==> src/rtl/adc_link_pkg.sv <==
package adc_link_pkg;

  localparam int RES_BITS     = 12;
  localparam int CFG_BITS     = 8;
  localparam int MAX_OUT_BITS = 16;
  localparam int CHAN_BITS    = 4;

  typedef struct packed {
    logic frameStart;
    logic shiftIn;
    logic advance;
    logic commit;
    logic capture;
  } linkStrobe_t;

endpackage

==> src/rtl/adc_link_ctrl.sv <==
module adc_link_ctrl
  import adc_link_pkg::*;
#(
  parameter int CFG_W = CFG_BITS
) (
  input  logic        clk,
  input  logic        rstN,
  input  logic        csN,
  input  logic        sclk,
  input  logic        din,
  input  logic        convDone,
  output linkStrobe_t strobe,
  output logic        dinSync,
  output logic        doutEn,
  output logic        busy,
  output logic        convStart
);

  localparam int CNT_W = $clog2(CFG_W + 1);
  localparam logic [CNT_W-1:0] FULL_CNT = CNT_W'(CFG_W);

  logic csQ, csQ2, sclkQ, sclkQ2;
  logic [CNT_W-1:0] bitCnt;
  logic csFall, csRise, sclkRise, sclkFall, active;

  always_ff @(posedge clk or negedge rstN) begin
    if (!rstN) begin
      csQ     <= 1'b1;
      csQ2    <= 1'b1;
      sclkQ   <= 1'b0;
      sclkQ2  <= 1'b0;
      dinSync <= 1'b0;
    end else begin
      csQ     <= csN;
      csQ2    <= csQ;
      sclkQ   <= sclk;
      sclkQ2  <= sclkQ;
      dinSync <= din;
    end
  end

  always_comb begin
    csFall   = csQ2 & ~csQ;
    csRise   = ~csQ2 & csQ;
    active   = ~csQ2;
    sclkRise = sclkQ & ~sclkQ2;
    sclkFall = ~sclkQ & sclkQ2;
  end

  always_comb begin
    strobe.frameStart = csFall;
    strobe.shiftIn    = active & sclkRise & (bitCnt < FULL_CNT);
    strobe.advance    = active & sclkFall;
    strobe.commit     = csRise & (bitCnt == FULL_CNT) & ~busy;
    strobe.capture    = convDone & busy;
    doutEn            = active;
  end

  always_ff @(posedge clk or negedge rstN) begin
    if (!rstN) begin
      bitCnt    <= '0;
      busy      <= 1'b0;
      convStart <= 1'b0;
    end else begin
      if (strobe.frameStart) begin
        bitCnt <= '0;
      end else if (strobe.shiftIn) begin
        bitCnt <= bitCnt + 1'b1;
      end
      if (strobe.commit) begin
        busy <= 1'b1;
      end else if (strobe.capture) begin
        busy <= 1'b0;
      end
      convStart <= strobe.commit;
    end
  end

  // the start strobe lasts one cycle
  a_r4_start_single: assert property (@(posedge clk) disable iff (!rstN)
    convStart |=> !convStart);

  // a start only follows a frame that delivered a full word
  a_r9_start_full_word: assert property (@(posedge clk) disable iff (!rstN)
    convStart |-> ($past(bitCnt) == FULL_CNT));

  // no start while the previous conversion was running
  a_r10_start_idle: assert property (@(posedge clk) disable iff (!rstN)
    convStart |-> !$past(busy));

endmodule

==> src/rtl/adc_link_dpath.sv <==
module adc_link_dpath
  import adc_link_pkg::*;
#(
  parameter int RES_W     = RES_BITS,
  parameter int CFG_W     = CFG_BITS,
  parameter int OUT_W     = MAX_OUT_BITS,
  parameter int SHORT_LEN = 8,
  parameter int LONG_LEN  = 16
) (
  input  logic                 clk,
  input  logic                 rstN,
  input  linkStrobe_t          strobe,
  input  logic                 dinSync,
  input  logic                 doutEn,
  input  logic [RES_W-1:0]     convResult,
  output logic                 dout,
  output logic [CHAN_BITS-1:0] convChannel,
  output logic                 convBipolar
);

  localparam int LEN_W      = $clog2(OUT_W + 1);
  localparam int RIDX_W     = $clog2(RES_W);
  localparam int KEEP_SHORT = (SHORT_LEN < RES_W) ? SHORT_LEN : RES_W;
  localparam int KEEP_LONG  = (LONG_LEN < RES_W) ? LONG_LEN : RES_W;
  localparam int UNI_POS    = CFG_W - CHAN_BITS - 1;
  localparam int ORDER_POS  = UNI_POS - 1;

  logic [CFG_W-1:0]     cfgShift;
  logic [CHAN_BITS-1:0] chanReg;
  logic                 bipReg;
  logic                 fmtMsbf;
  logic [1:0]           fmtWl;
  logic [RES_W-1:0]     resultReg;
  logic [OUT_W-1:0]     outShift;
  logic [OUT_W-1:0]     sendVec;
  logic [LEN_W-1:0]     keptLen;

  always_comb begin
    case (fmtWl)
      2'b00:   keptLen = LEN_W'(KEEP_SHORT);
      2'b11:   keptLen = LEN_W'(KEEP_LONG);
      default: keptLen = LEN_W'(RES_W);
    endcase
  end

  for (genvar k = 0; k < OUT_W; k++) begin : gSend
    if (k < RES_W) begin : gData
      logic [RIDX_W-1:0] lsbPick;
      assign lsbPick = RIDX_W'(RES_W + k - int'(keptLen));
      assign sendVec[OUT_W-1-k] = (LEN_W'(k) < keptLen) ?
        (fmtMsbf ? resultReg[RES_W-1-k] : resultReg[lsbPick]) : 1'b0;
    end else begin : gPad
      assign sendVec[OUT_W-1-k] = 1'b0;
    end
  end

  always_ff @(posedge clk or negedge rstN) begin
    if (!rstN) begin
      cfgShift  <= '0;
      chanReg   <= '0;
      bipReg    <= 1'b0;
      fmtMsbf   <= 1'b0;
      fmtWl     <= 2'b00;
      resultReg <= '0;
      outShift  <= '0;
    end else begin
      if (strobe.shiftIn) begin
        cfgShift <= {cfgShift[CFG_W-2:0], dinSync};
      end
      if (strobe.commit) begin
        chanReg <= cfgShift[CFG_W-1 -: CHAN_BITS];
        bipReg  <= ~cfgShift[UNI_POS];
        fmtMsbf <= cfgShift[ORDER_POS];
        fmtWl   <= cfgShift[1:0];
      end
      if (strobe.capture) begin
        resultReg <= convResult ^ {bipReg, {(RES_W-1){1'b0}}};
      end
      if (strobe.frameStart) begin
        outShift <= sendVec;
      end else if (strobe.advance) begin
        outShift <= {outShift[OUT_W-2:0], 1'b0};
      end
    end
  end

  assign dout        = doutEn & outShift[OUT_W-1];
  assign convChannel = chanReg;
  assign convBipolar = bipReg;

  // configuration only moves on an accepted word
  a_r9_cfg_hold: assert property (@(posedge clk) disable iff (!rstN)
    !strobe.commit |=> $stable({chanReg, bipReg, fmtMsbf, fmtWl}));

  // the output register only moves at frame start or a falling edge
  a_r11_out_hold: assert property (@(posedge clk) disable iff (!rstN)
    (!strobe.frameStart && !strobe.advance) |=> $stable(outShift));

endmodule

==> src/rtl/adc_link_top.sv <==
module adc_link_top
  import adc_link_pkg::*;
#(
  parameter int RES_W     = RES_BITS,
  parameter int CFG_W     = CFG_BITS,
  parameter int OUT_W     = MAX_OUT_BITS,
  parameter int SHORT_LEN = 8,
  parameter int LONG_LEN  = 16
) (
  input  logic                 clk,
  input  logic                 rstN,
  input  logic                 csN,
  input  logic                 sclk,
  input  logic                 din,
  output logic                 dout,
  output logic                 doutEn,
  output logic                 convStart,
  output logic [CHAN_BITS-1:0] convChannel,
  output logic                 convBipolar,
  input  logic [RES_W-1:0]     convResult,
  input  logic                 convDone
);

  linkStrobe_t strobe;
  logic        dinSync;
  logic        busy;

  adc_link_ctrl #(
    .CFG_W(CFG_W)
  ) i_ctrl (
    .clk      (clk),
    .rstN     (rstN),
    .csN      (csN),
    .sclk     (sclk),
    .din      (din),
    .convDone (convDone),
    .strobe   (strobe),
    .dinSync  (dinSync),
    .doutEn   (doutEn),
    .busy     (busy),
    .convStart(convStart)
  );

  adc_link_dpath #(
    .RES_W    (RES_W),
    .CFG_W    (CFG_W),
    .OUT_W    (OUT_W),
    .SHORT_LEN(SHORT_LEN),
    .LONG_LEN (LONG_LEN)
  ) i_dpath (
    .clk        (clk),
    .rstN       (rstN),
    .strobe     (strobe),
    .dinSync    (dinSync),
    .doutEn     (doutEn),
    .convResult (convResult),
    .dout       (dout),
    .convChannel(convChannel),
    .convBipolar(convBipolar)
  );

  // no data on the line while deselected
  a_r2_quiet_idle: assert property (@(posedge clk) disable iff (!rstN)
    !doutEn |-> !dout);

  // mux code and polarity hold during a conversion
  a_r10_chan_hold: assert property (@(posedge clk) disable iff (!rstN)
    (busy && !convStart) |-> $stable({convChannel, convBipolar}));

endmodule

==> config.mk <==
export PLATFORM = sky130hd
export DESIGN_NAME = adc_link_top
export DESIGN_NICKNAME = d
export VERILOG_FILES = /design/src/rtl/adc_link_pkg.sv /design/src/rtl/adc_link_ctrl.sv /design/src/rtl/adc_link_dpath.sv /design/src/rtl/adc_link_top.sv
export SDC_FILE = /design/constraint.sdc
export NUM_CORES = 1
export LEC_CHECK = 0
export BUFFER_PORTS_ARGS = -buffer_cell sky130_fd_sc_hd__buf_2
export CAP_MARGIN = 5
export CORE_ASPECT_RATIO = 1.2
export CORE_MARGIN = 1.5
export CORE_UTILIZATION = 49
export CTS_CLUSTER_DIAMETER = 50
export DETAILED_ROUTE_END_ITERATION = 10
export GPL_ROUTABILITY_DRIVEN = 0
export GPL_TIMING_DRIVEN = 0
export HOLD_SLACK_MARGIN = 0.12
export PLACE_DENSITY_LB_ADDON = 0.3
export SLEW_MARGIN = 20
export SYNTH_ARGS = -nofsm -noshare
export SYNTH_HDL_FRONTEND = slang
export SYNTH_SLANG_ARGS = --single-unit
==> constraint.sdc <==
create_clock -name clk -period 2.3 [get_ports clk]
set_clock_uncertainty 0.1 [all_clocks]
set_input_delay 0.46 -clock clk [delete_from_list [all_inputs] [get_ports clk]]
set_output_delay 0.46 -clock clk [all_outputs]
set_load 0.005 [all_outputs]
== Yosys cells after proc, flatten, opt, wreduce, memory -nomap -nowiden ==
Cells that the tools add are included.
Cells by class
  add/subtract/negate cells: 13
  $lt $le $gt $ge: 25
  eq/ne operators: 1
  mux-type cells: 55
  bitwise gates (word level): 18
  reduce and logical (&&, ||, !) cells: 4
Operators with widths (number)
  less-than comparator 4 x 5 -> 1 bit, second input constant: 12
  binary-select mux 1 bit (select 4 bit): 12
  2-to-1 mux 1 bit: 38
  2-to-1 mux 16 bit: 2
  less-than comparator 3 x 4 -> 1 bit, first input constant: 4
  less-than comparator 4 bit, first input constant: 4
  subtractor 3 x 4 -> 4 bit, first input constant: 4
  subtractor 4 bit, first input constant: 4
  bitwise XOR 12 bit: 1
  bitwise AND 1 bit: 11
  less-than comparator 1 x 4 -> 1 bit, first input constant: 2
  less-than comparator 2 x 4 -> 1 bit, first input constant: 2
  2-to-1 mux 4 bit: 2
  subtractor 1 x 4 -> 4 bit, first input constant: 2
  subtractor 2 x 4 -> 4 bit, first input constant: 2
  NOT 1 bit: 6
  nonzero test 2 bit: 3
  adder 4 x 1 -> 4 bit, second input constant: 1
  == test 4 bit, second input constant: 1
  less-than comparator 4 bit, second input constant: 1
  2-to-1 mux 3 bit: 1
  logical NOT 2 bit: 1
Storage, ports and cells
  bits in registers: 55
  input port bits: 18
  word-level logic and storage cells: 131

== Longest topological paths before layout ==
Gate-level depths: netlist of run 1.
  depth after elaboration: 8
  gate-level depth with buffers: 5
  mapped depth without buffers: 4

== Modules after synthesis ==
From an unflattened synthesis of run 1, not the netlist that was laid out.
Second synthesis, totals
  cell total of the unflattened synthesis: 175
  area, all modules: 2244.7 µm²
By module, submodules not included
  adc_link_dpath: times used 1, cells an instance 141, area each 1794.2 µm²
  adc_link_ctrl: times used 1, cells an instance 34, area each 450.4 µm²

== Worst setup path after synthesis of run 1 ==
OpenSTA, ideal clock, no wires.
  kind: register to register
  start point: register i_ctrl.bitCnt[3]
  end point: register i_dpath.cfgShift[0]
  setup time: 125 ps
  arrival time: 1290 ps
  slack: 785 ps
  stages on the path, launching flop included: 4
  path buffers: 1
  path through: dfrtp_1 -> nor4b_4 -> buf_4 -> mux2_2
Between the ends
  cells in the longest elaborated chain, start to end: 2
RTL lines
  from (decl): RTL line adc_link_ctrl.sv:23  | logic [CNT_W-1:0] bitCnt;
  from (signal assigned): RTL line adc_link_ctrl.sv:68  | bitCnt <= bitCnt + 1'b1;
  less-than comparator 4 bit: RTL line adc_link_ctrl.sv:52  | strobe.shiftIn = active & sclkRise & (bitCnt < FULL_CNT);
  bitwise AND 1 bit: RTL line adc_link_ctrl.sv:52
  to (signal assigned): RTL line adc_link_dpath.sv:68  | cfgShift <= {cfgShift[CFG_W-2:0], dinSync};
  to (decl): RTL line adc_link_dpath.sv:28  | logic [CFG_W-1:0] cfgShift;
Every way passes these cells.
A chain may end at the register's enable or synchronous reset.

== Worst setup path after layout of run 1 ==
  start point: register i_ctrl.csQ2
  end point: output port dout
Between the ends
  cells in the longest elaborated chain, start to end: 2
RTL lines
  from (decl): RTL line adc_link_ctrl.sv:22  | logic csQ, csQ2, sclkQ, sclkQ2;
  from (signal assigned): RTL line adc_link_ctrl.sv:35  | csQ2 <= csQ;
  NOT 1 bit: RTL line adc_link_ctrl.sv:45  | active = ~csQ2;
  bitwise AND 1 bit: RTL line adc_link_dpath.sv:87  | assign dout = doutEn & outShift[OUT_W-1];
  to (decl): RTL line adc_link_top.sv:15  | output logic dout,
Every way passes these cells.

==> results of run 1 <==
## layer usage
layer  up-vias  routed length (um)
met4         0                  95
met5         -                   0
met1       714                1730
met3         8                 150
li1        682                   -
met2        40                2170
## synth_stat cells
cell type,number,share of area
nor3b_2,1,0.0055
mux2_4,7,0.046
a41oi_1,1,0.0038
nor2b_1,2,0.0055
nand2_1,2,0.0033
buf_4,3,0.0098
nor2_1,4,0.0066
mux2_2,19,0.094
buf_2,3,0.0066
xnor2_1,2,0.0077
nand3_4,1,0.0077
nor4b_4,2,0.021
dfstp_2,2,0.023
a31o_2,1,0.0038
mux2i_1,17,0.074
a211oi_1,9,0.030
clkbuf_1,4,0.0066
ha_1,2,0.011
o21ai_0,11,0.024
o22ai_1,11,0.030
dfrtp_1,49,0.54
o21a_1,8,0.026
o32ai_1,1,0.0038
inv_1,9,0.015
## timing repair
item | in CTS | in global routing
hold endpoints to repair | 0 | 19
hold buffers | 0 | 1
setup buffers | 0 | 0
gates resized for setup | 0 | 0
## sequential cells by signal, summed over array words and instances (netlist names)
register             count
i_ctrl.bitCnt            4
i_dpath.fmtMsbf          1
i_dpath.fmtWl            2
i_dpath.convBipolar      1
i_dpath.convChannel      4
i_ctrl.dinSync           1
i_dpath.resultReg       12
i_ctrl.convStart         1
i_ctrl.csQ2              1
i_ctrl.sclkQ             1
i_ctrl.sclkQ2            1
i_dpath.outShift        12
i_ctrl.csQ               1
i_dpath.cfgShift         8
i_ctrl.busy              1
## metrics by stage
stage	total power (uW)	setup WS (ns)	std cells
5_1_grt	1900	0.555	263
4_1_cts	1830	0.592	262
2_1_floorplan	1250	0.785	171
3_5_place_dp	1350	0.617	254
3_3_place_gp	1330	0.656	254
6_report	1810	0.615	263
## power groups by stage
stage          clock network, uW  registers, uW  logic [uW]
2_1_floorplan                  0           1090         162
3_3_place_gp                   0           1120         214
3_5_place_dp                   0           1130         222
4_1_cts                      499           1110         224
5_1_grt                      531           1130         247
6_report                     483           1110         223
## path summary, 6_finish.rpt
path | slack [ns] | startpoint | to | cells past startpoint
max in group asynchronous | 1.08 | rstN | i_dpath.resultReg[3] | 2
min in group asynchronous | 0.61 | rstN | i_dpath.resultReg[0] | 2
worst max-delay path | 0.62 | i_ctrl.csQ2 | dout | 2
worst max register to register | 0.62 | i_ctrl.bitCnt[3] | i_dpath.cfgShift[7] | 3
worst min-delay path | 0.15 | csN | i_ctrl.csQ | 1
worst min register to register | 0.30 | i_ctrl.csQ | i_ctrl.csQ2 | 0
## final cells by class
type,count,area (sq um),share of cell area
clock buffers,7,76.3,0.0296
well taps,58,72.6,0.0281
flip-flops and latches,51,1280,0.496
repair buffers,26,138,0.0534
clock inverters,1,5.00,0.00194
multi-input cells,101,922,0.358
inverters,9,33.8,0.0131
plain buffers,10,52.6,0.0204
## cell families after synthesis
kind of cell,synth area share
compound gates,0.121
xor+xnor,0.00766
fa+ha+maj,0.0109
buf+inv,0.0377
flops,0.559
mux,0.214
simple gates,0.0492
==> metrics.csv, run 1 <==
metric,value,unit
use_met2,0.305,
clock_sinks,51,
hpwl,3040,um
vdd_drop_max,0.431,mV
row_count,27,
postSynthCellCount,171,
clk_latency,0.30,ns
finalHoldViolations,0,
seq_area_frac_synth,0.559,
cts_buffers,5,
diodes,0,
cp_slowest_cell,dfstp_2,
num_vias,1444,
pwr-share-seq,0.610,
fin_nets,224,
p_leak,0.00118,uW
maxCapViolCount,0,
firstDrtPassIters,4,
wl_per_cell,15.8,um
fin_crit,1.68,ns
drc_errors,0,
grt_pass1_wl,7190,um
ys_ff_latch,51,
combPwrFrac,0.123,
track_usage,0.184,
syn_to_final_growth,12.7,%
fin_crit_sh,0.732,
critPathMaxFanout,6,
internal-power,1360,uW
finalSetupTns,0,ns
via_per_inst,5.49,
max_slew.worst_pin.slew,0.616,ns
io-pin-count,26,
slew_violations,0,
path_cells,nor2b_1 -> buf_2,
cp-start-kind,register,
grt_setup_unrepaired,no,
die_area,0.00509,sq mm
holdWs,0.152,ns
cts-htree-levels,2,
setup.worst_path.end_class,output port,
crit_type,register to output port,
setup_viol,0,
final_area,0.00258,sq mm
fillers,392,
power_density,702,mW/mm^2
finish.utilization,0.570,
dieHeight,77.8,um
layout_commonest_cell,dfrtp_1,
initial_utilization,0.505,
grt-busiest-layer,met2,
grt_pass1_vias,1494,
critPathBufInv,1,
antenna_found_initial,0,
yosysWarnings,0,
grt_max_degree,52,
core_area,0.00453,sq mm
path_delay_family,flip-flops,
dpl_cell_area,0.00248,sq mm
postRouteAntennaNets,0,
cpPeakStageDelay,0.64,ns
cts_tree,built,
crit_required,1.74,ns
netlist_area,0.00229,sq mm
status,"complete, no violations",
cp.arrival,1.12,ns
grt_overflow,0,
synth_nets,191,
use_met1,0.231,
cts-root-buf,clkbuf_8,
synth_cell_types,24,
final_layout_size_suffix_gt1_frac,0.341,
gr-usage-met3,0.0362,
clockBufferDepth,2,
power_frac_clock,0.267,
drt-total-wl,4150,um
p_sw_frac,0.251,
drt-initial-drc-count,95,
clkTransAtPathRegs,0.08,ns
timing.slew.headroom,0.590,
clock.fmax,0.594,GHz
synth_area_per_cell,13.4,sq um
final_cell_mix,"dfrtp_1 (49), buf_2 (27), mux2_2 (19)",
hp-class,input port to register,
die_x,65.4,um
netSwitchingPower,455,uW
portBuffers,25,
(Power assumes the default switching activity.)
==> inputs of run 2 (changes only) <==
==> constraint.sdc (replaced) <==
create_clock -name clk -period 1.4 [get_ports clk]
set_clock_uncertainty 0.1 [all_clocks]
set_input_delay 0.28 -clock clk [delete_from_list [all_inputs] [get_ports clk]]
set_output_delay 0.28 -clock clk [all_outputs]
set_load 0.005 [all_outputs]
==> run 2 against run 1 <==
Against the previous run: the flow now finishes with violations (setup timing); cell area is 22% higher; final cell count grew 11%; via count up 12%; non-clock buffer count is 28 higher; clock power increased by 150%; sequential power up 67%; combinational power grew 150%; sequential cell count unchanged; critical endpoint is now i_dpath.fmtMsbf; highest routed layer unchanged.
==> metrics.csv, run 2 (synthesis results as in run 1) <==
metric,value,unit
status,finished with violations,
violations,setup timing,
hpwl,3150,um
clk_latency,0.31,ns
portBuffers,25,
path_cells,nor4b_4 -> buf_4 -> nand3_4 -> mux2_4,
internal-power,2730,uW
netSwitchingPower,885,uW
postRouteAntennaNets,0,
finalSetupTns,-4.45,ns
dieHeight,77.8,um
finalHoldViolations,0,
final_area,0.00315,sq mm
dpl_cell_area,0.00251,sq mm
path_delay_family,flip-flops,
fin_crit_sh,1.13,
cts_tree,built,
diodes,0,
grt_pass1_vias,1656,
cts-root-buf,clkbuf_8,
drt-initial-drc-count,43,
maxCapViolCount,0,
antenna_found_initial,0,
fin_nets,253,
core_area,0.00453,sq mm
layout_commonest_cell,dfrtp_1,
via_per_inst,5.56,
setup_viol,34,
grt_max_degree,52,
grt_setup_unrepaired,yes,
wl_per_cell,17.7,um
clockBufferDepth,2,
critPathBufInv,1,
row_count,27,
cpPeakStageDelay,0.44,ns
crit_required,1.49,ns
timing.slew.headroom,0.576,
pwr-share-seq,0.513,
setup.worst_path.end_class,register,
hp-class,input port to register,
holdWs,0.137,ns
reg.largest.list,"i_dpath.outShift: 12 flops, i_dpath.resultReg: 12 flops, i_dpath.cfgShift: 8 flops",
layout_setup_ws,-0.175,ns
p_sw_frac,0.245,
initial_utilization,0.505,
firstDrtPassIters,4,
crit_type,register to register,
critPathMaxFanout,5,
fin_crit,1.58,ns
max_slew.worst_pin.slew,0.636,ns
drt-total-wl,5170,um
track_usage,0.208,
cp_slowest_cell,dfrtp_1,
cp-start-kind,register,
die_area,0.00509,sq mm
cts_buffers,5,
clock_sinks,51,
fillers,316,
clock.fmax,0.635,GHz
p_leak,0.00142,uW
num_vias,1623,
cts-htree-levels,2,
slew_violations,0,
io-pin-count,26,
combPwrFrac,0.154,
die_x,65.4,um
vdd_drop_max,0.865,mV
cp.arrival,1.67,ns
drc_errors,0,
power_density,1150,mW/mm^2
clkTransAtPathRegs,0.09,ns
power_frac_clock,0.333,
final_cell_mix,"dfrtp_1 (49), buf_2 (24), mux2i_1 (15), mux2_4 (15), dlygate4sd3_1 (15)",
grt_overflow,0,
grt_pass1_wl,7980,um
final_layout_size_suffix_gt1_frac,0.496,
syn_to_final_growth,37.6,%
run 2: changes by cell type in the layout (fill, tap and decap cells not counted), moves of 3 or more:
cell / before / now
a211oi_1: 9 / 5
a211oi_2: 0 / 4
buf_2: 27 / 24
buf_4: 4 / 9
buf_6: 0 / 12
clkbuf_1: 6 / 0
dlygate4sd3_1: 1 / 15
mux2_2: 19 / 11
mux2_4: 7 / 15
o21ai_0: 11 / 4
o21ai_2: 0 / 5
o22ai_1: 11 / 6
o22ai_2: 0 / 5
run 2: final timing paths:
kind / startpoint / endpoint / slack [ns] / depth (start not counted)
max: i_ctrl.busy / i_dpath.fmtMsbf / -0.18 / 4
min: convResult[7] / i_dpath.resultReg[7] / 0.14 / 2
max reg2reg: i_ctrl.busy / i_dpath.fmtMsbf / -0.18 / 4
min reg2reg: i_ctrl.csQ / i_ctrl.csQ2 / 0.31 / 0
max in group asynchronous: rstN / i_dpath.convBipolar / 0.35 / 2
min in group asynchronous: rstN / i_dpath.resultReg[5] / 0.43 / 2
run 2: worst register-to-register path, delay by kind of cell (launching register included):
| kind | cells | cell delay [ns] |
|---|---|---|
| multiplexers | 1 | 0.33 |
| AND/OR/NAND/NOR | 2 | 0.42 |
| buffers and inverters | 1 | 0.18 |
| flip-flops | 1 | 0.44 |
run 2: power by group through the flow:
stage / clock, uW / combinational (uW) / sequential [uW]
global route: 1280 / 602 / 1880
detailed placement: 0 / 408 / 1860
CTS: 1210 / 489 / 1840
finish: 1200 / 557 / 1850
global placement: 0 / 395 / 1840
floorplan: 0 / 307 / 1800
run 2: metal layers:
layer  wire length, um  up-vias  share of wire  GRT usage
li1                  -      750              -          -
met1              2170      826           0.42      0.257
met2              2730       40           0.53      0.349
met3               182        7          0.035     0.0493
met4                78        0          0.015     0.0792
met5                 0        -              0          0
run 2: what timing repair did:
action	in CTS	in global routing
pin swaps	12	14
hold endpoints to repair	35	50
buffers inserted	7	5
setup endpoints to repair	41	43
cloned	3	1
gates resized for setup	35	28
hold buffers	13	2
run 2: area by class of cell:
type | count | area, sq um | share of cell area
well taps | 58 | 72.6 | 0.0231
clock buffers | 5 | 68.8 | 0.0219
repair buffers | 55 | 420 | 0.134
plain buffers | 9 | 85.1 | 0.0270
clock inverters | 3 | 67.6 | 0.0215
multi-input cells | 102 | 1120 | 0.356
inverters | 9 | 33.8 | 0.0107
flip-flops and latches | 51 | 1280 | 0.406
run 2: through the flow:
step	util	setup WS, ns	std cells	total power (uW)
CTS	0.651	-0.163	284	3540
finish	0.695	-0.175	292	3610
floorplan	-	-0.0612	171	2100
global placement	0.555	-0.192	254	2230
detailed placement	0.555	-0.232	254	2270
global route	0.695	-0.227	292	3760
==> inputs of run 3 (changes only) <==
--- a/config.mk
+++ b/config.mk
@@ -19,4 +19,5 @@
 export SLEW_MARGIN = 20
 export SYNTH_ARGS = -nofsm -noshare
 export SYNTH_HDL_FRONTEND = slang
+export SYNTH_HIERARCHICAL = 1
 export SYNTH_SLANG_ARGS = --single-unit
==> run 3 against run 2 <==
Against the previous run: die area fell by 1.8%; via count is 1.8% lower; the flow still finishes with violations (setup timing); critical endpoint is now i_dpath/fmtMsbf; sequential power down 6%; first-iteration DRC count increased to 2.6 times the previous value; wire length fell by 4.3%; synthesized cell count rose by 2.3%; cell area decreased by 1.7%.
==> metrics.csv, run 3 <==
metric,value,unit
rr_startpoint,i_ctrl/bitCnt[0],
final_area,0.00309,sq mm
postSynthCellCount,175,
place_inst,256,
grt_max_degree,52,
seq_area_frac_synth,0.570,
finalHoldViolations,0,
fin_crit_sh,1.21,
slew_violations,0,
violations,setup timing,
synth-edff-count,0,
grt_pass1_vias,1640,
drc_errors,0,
async_flop_share,1.00,
timing.slew.headroom,0.583,
firstDrtPassIters,4,
cpPeakStageDelay,0.40,ns
synth.area.top_cells,"dfrtp_1 (55%), mux2_2 (14%), mux2i_1 (4.5%), mux2_4 (3.3%), nand2_1 (3.2%)",
fin_nets,253,
core_area,0.00433,sq mm
drt-total-wl,4940,um
track_usage,0.209,
clock.fmax,0.588,GHz
final_cell_mix,"dfrtp_1 (48), buf_2 (24), mux2_4 (23)",
yosysTopAreaCell,dfrtp_1,
yosysWarnings,6,
pwr-share-seq,0.521,
synth_ff_type,dfrtp_1,
postRouteAntennaNets,0,
drt-initial-drc-count,110,
cp-start-kind,register,
hp-class,input port to register,
grt_setup_unrepaired,yes,
antenna_found_initial,0,
initial_utilization,0.519,
min_to,i_dpath/resultReg[0],
clkTransAtPathRegs,0.09,ns
diodes,0,
ff2ff_setup_slack,-0.30,ns
cp.arrival,1.78,ns
clock_sinks,51,
setup.worst_path.end_class,register,
ys_ff_latch,51,
worst_r2r_path_depth,6,
syn_to_final_growth,37.7,%
cts_buffers,5,
dpl_cell_area,0.00255,sq mm
yosysTopAreaCellShare,0.546,
synth_commonest_cells,"dfrtp_1 (49), mux2_2 (28), nand2_1 (19)",
cts-htree-levels,2,
r2r_end,i_dpath/fmtMsbf,
crit_type,register to register,
cts-root-buf,clkbuf_8,
critPathMaxFanout,8,
reg.largest.list,"i_dpath/outShift: 12 flops, i_dpath/resultReg: 12 flops, i_dpath/cfgShift: 8 flops",
cp_slowest_cell,dfrtp_1,
die_x,64.8,um
synth_most_common_cell,dfrtp_1,
max_slew.worst_pin.slew,0.626,ns
hp-start,convResult[0],
row_count,26,
clockBufferDepth,2,
internal-power,2540,uW
whs_path_depth,2,
netlist_area,0.00224,sq mm
synth_cell_types,32,
wl_per_cell,17.0,um
combPwrFrac,0.158,
setup_viol,34,
vdd_drop_max,0.709,mV
fin_crit,1.70,ns
grt_pass1_wl,8040,um
synth_nets,195,
netSwitchingPower,769,uW
synth_area_per_cell,12.8,sq um
clk_latency,0.30,ns
path_cells,inv_1 -> ha_2 -> nor4bb_4 -> and3_4 -> buf_12 -> mux2_4,
num_vias,1593,
dieHeight,77.1,um
layout_setup_ws,-0.299,ns
portBuffers,25,
io-pin-count,26,
power_density,1070,mW/mm^2
cts_tree,built,
status,finished with violations,
die_area,0.00500,sq mm
maxCapViolCount,0,
layout_commonest_cell,dfrtp_1,
grt_overflow,0,
crit_required,1.49,ns
via_per_inst,5.49,
final_layout_size_suffix_gt1_frac,0.509,
p_leak,0.00143,uW
p_sw_frac,0.232,
hpwl,3030,um
power_frac_clock,0.321,
final-instance-count-excl-fill,290,
==> run 3: cell count changes in the layout (fill, tap and decap cells not counted), sizes merged, moves of 3 or more <==
cell	previous run	this run
o21a	8	0
o21ai	11	4
mux2	26	34
mux2i	17	10
a31oi	0	8
a211oi	9	0
o22ai	11	8
nand3b	0	3
nand2	2	19
==> run 3: power by group through the flow <==
| stage | sequential, uW | clock [uW] | combinational [uW] |
|---|---|---|---|
| global placement | 1740 | 0 | 368 |
| floorplan | 1720 | 0 | 292 |
| detailed placement | 1750 | 0 | 387 |
| finish | 1730 | 1060 | 521 |
| CTS | 1730 | 1090 | 495 |
| global route | 1750 | 1150 | 563 |
==> run 3: final cells by class <==
cell class | instances | area (sq um)
Buffer | 9 | 93.8
Clock buffer | 6 | 82.6
Clock inverter | 2 | 38.8
Fill cell | 283 | 1230
Inverter | 6 | 25.0
Multi-Input combinational cell | 108 | 1100
Sequential cell | 51 | 1280
Tap cell | 56 | 70.1
Timing Repair Buffer | 52 | 397
==> run 3: timing repair <==
item | 4_1_cts | 5_1_grt
buffers inserted | 12 | 1
pin swaps | 16 | 9
resized for setup | 29 | 15
setup endpoints to repair | 40 | 43
hold endpoints to repair | 13 | 49
hold buffers | 13 | 1
==> run 3: worst max-delay path, delay by kind of cell (launching register included) <==
family	cells	cell delay, ns
AND/OR/NAND/NOR	2	0.43
flip-flops	1	0.40
multiplexers	1	0.30
buffers and inverters	2	0.20
adder cells (fa/ha/maj)	1	0.15
==> run 3: metrics by stage <==
| stage | hold WS, ns | setup slack [ns] | utilization | total power [uW] | setup TNS [ns] |
|---|---|---|---|---|---|
| floorplan | -0.116 | -0.227 | - | 2010 | -3.57 |
| global placement | 0.285 | -0.334 | 0.588 | 2110 | -6.92 |
| detailed placement | 0.287 | -0.444 | 0.588 | 2140 | -8.20 |
| CTS | 0.125 | -0.324 | 0.693 | 3310 | -5.71 |
| global route | 0.124 | -0.381 | 0.715 | 3460 | -7.66 |
| finish | 0.142 | -0.299 | 0.715 | 3310 | -5.70 |
==> run 3: cell families (layout without fill, tap and decap cells) <==
group / after synthesis / count (layout) / synth area share
muxes: 44 / 44 / 0.224
and+or+nand+nor: 36 / 36 / 0.0853
DFF: 51 / 51 / 0.570
AOI/OAI and AO/OA: 24 / 24 / 0.0669
adders and majority gates: 2 / 2 / 0.0111
buffers and inverters: 16 / 75 / 0.0357
xor gates and xnor gates: 2 / 2 / 0.00781
==> run 3: per-layer routing <==
layer  global-route usage  wire length (um)  up-vias
li1                     -                 -      728
met1                0.273              1990      807
met2                0.346              2670       47
met3               0.0455               205       11
met4               0.0596                71        0
met5                    0                 0        -
==> run 3: how the worst max path moves through the flow <==
| stage | startpoint | to | slack, ns | cells after the start |
|---|---|---|---|---|
| 3_3_place_gp | i_ctrl/bitCnt[0] | i_dpath/convChannel[0] | -0.33 | 6 |
| 4_1_cts | i_ctrl/bitCnt[0] | i_dpath/convChannel[2] | -0.32 | 6 |
| 6_report | i_ctrl/bitCnt[0] | i_dpath/fmtMsbf | -0.30 | 6 |
| 2_1_floorplan | i_ctrl/bitCnt[0] | i_dpath/convChannel[0] | -0.23 | 6 |
| 5_1_grt | i_ctrl/bitCnt[0] | i_dpath/fmtMsbf | -0.38 | 6 |
| 3_5_place_dp | i_ctrl/bitCnt[0] | i_dpath/fmtWl[0] | -0.44 | 6 |
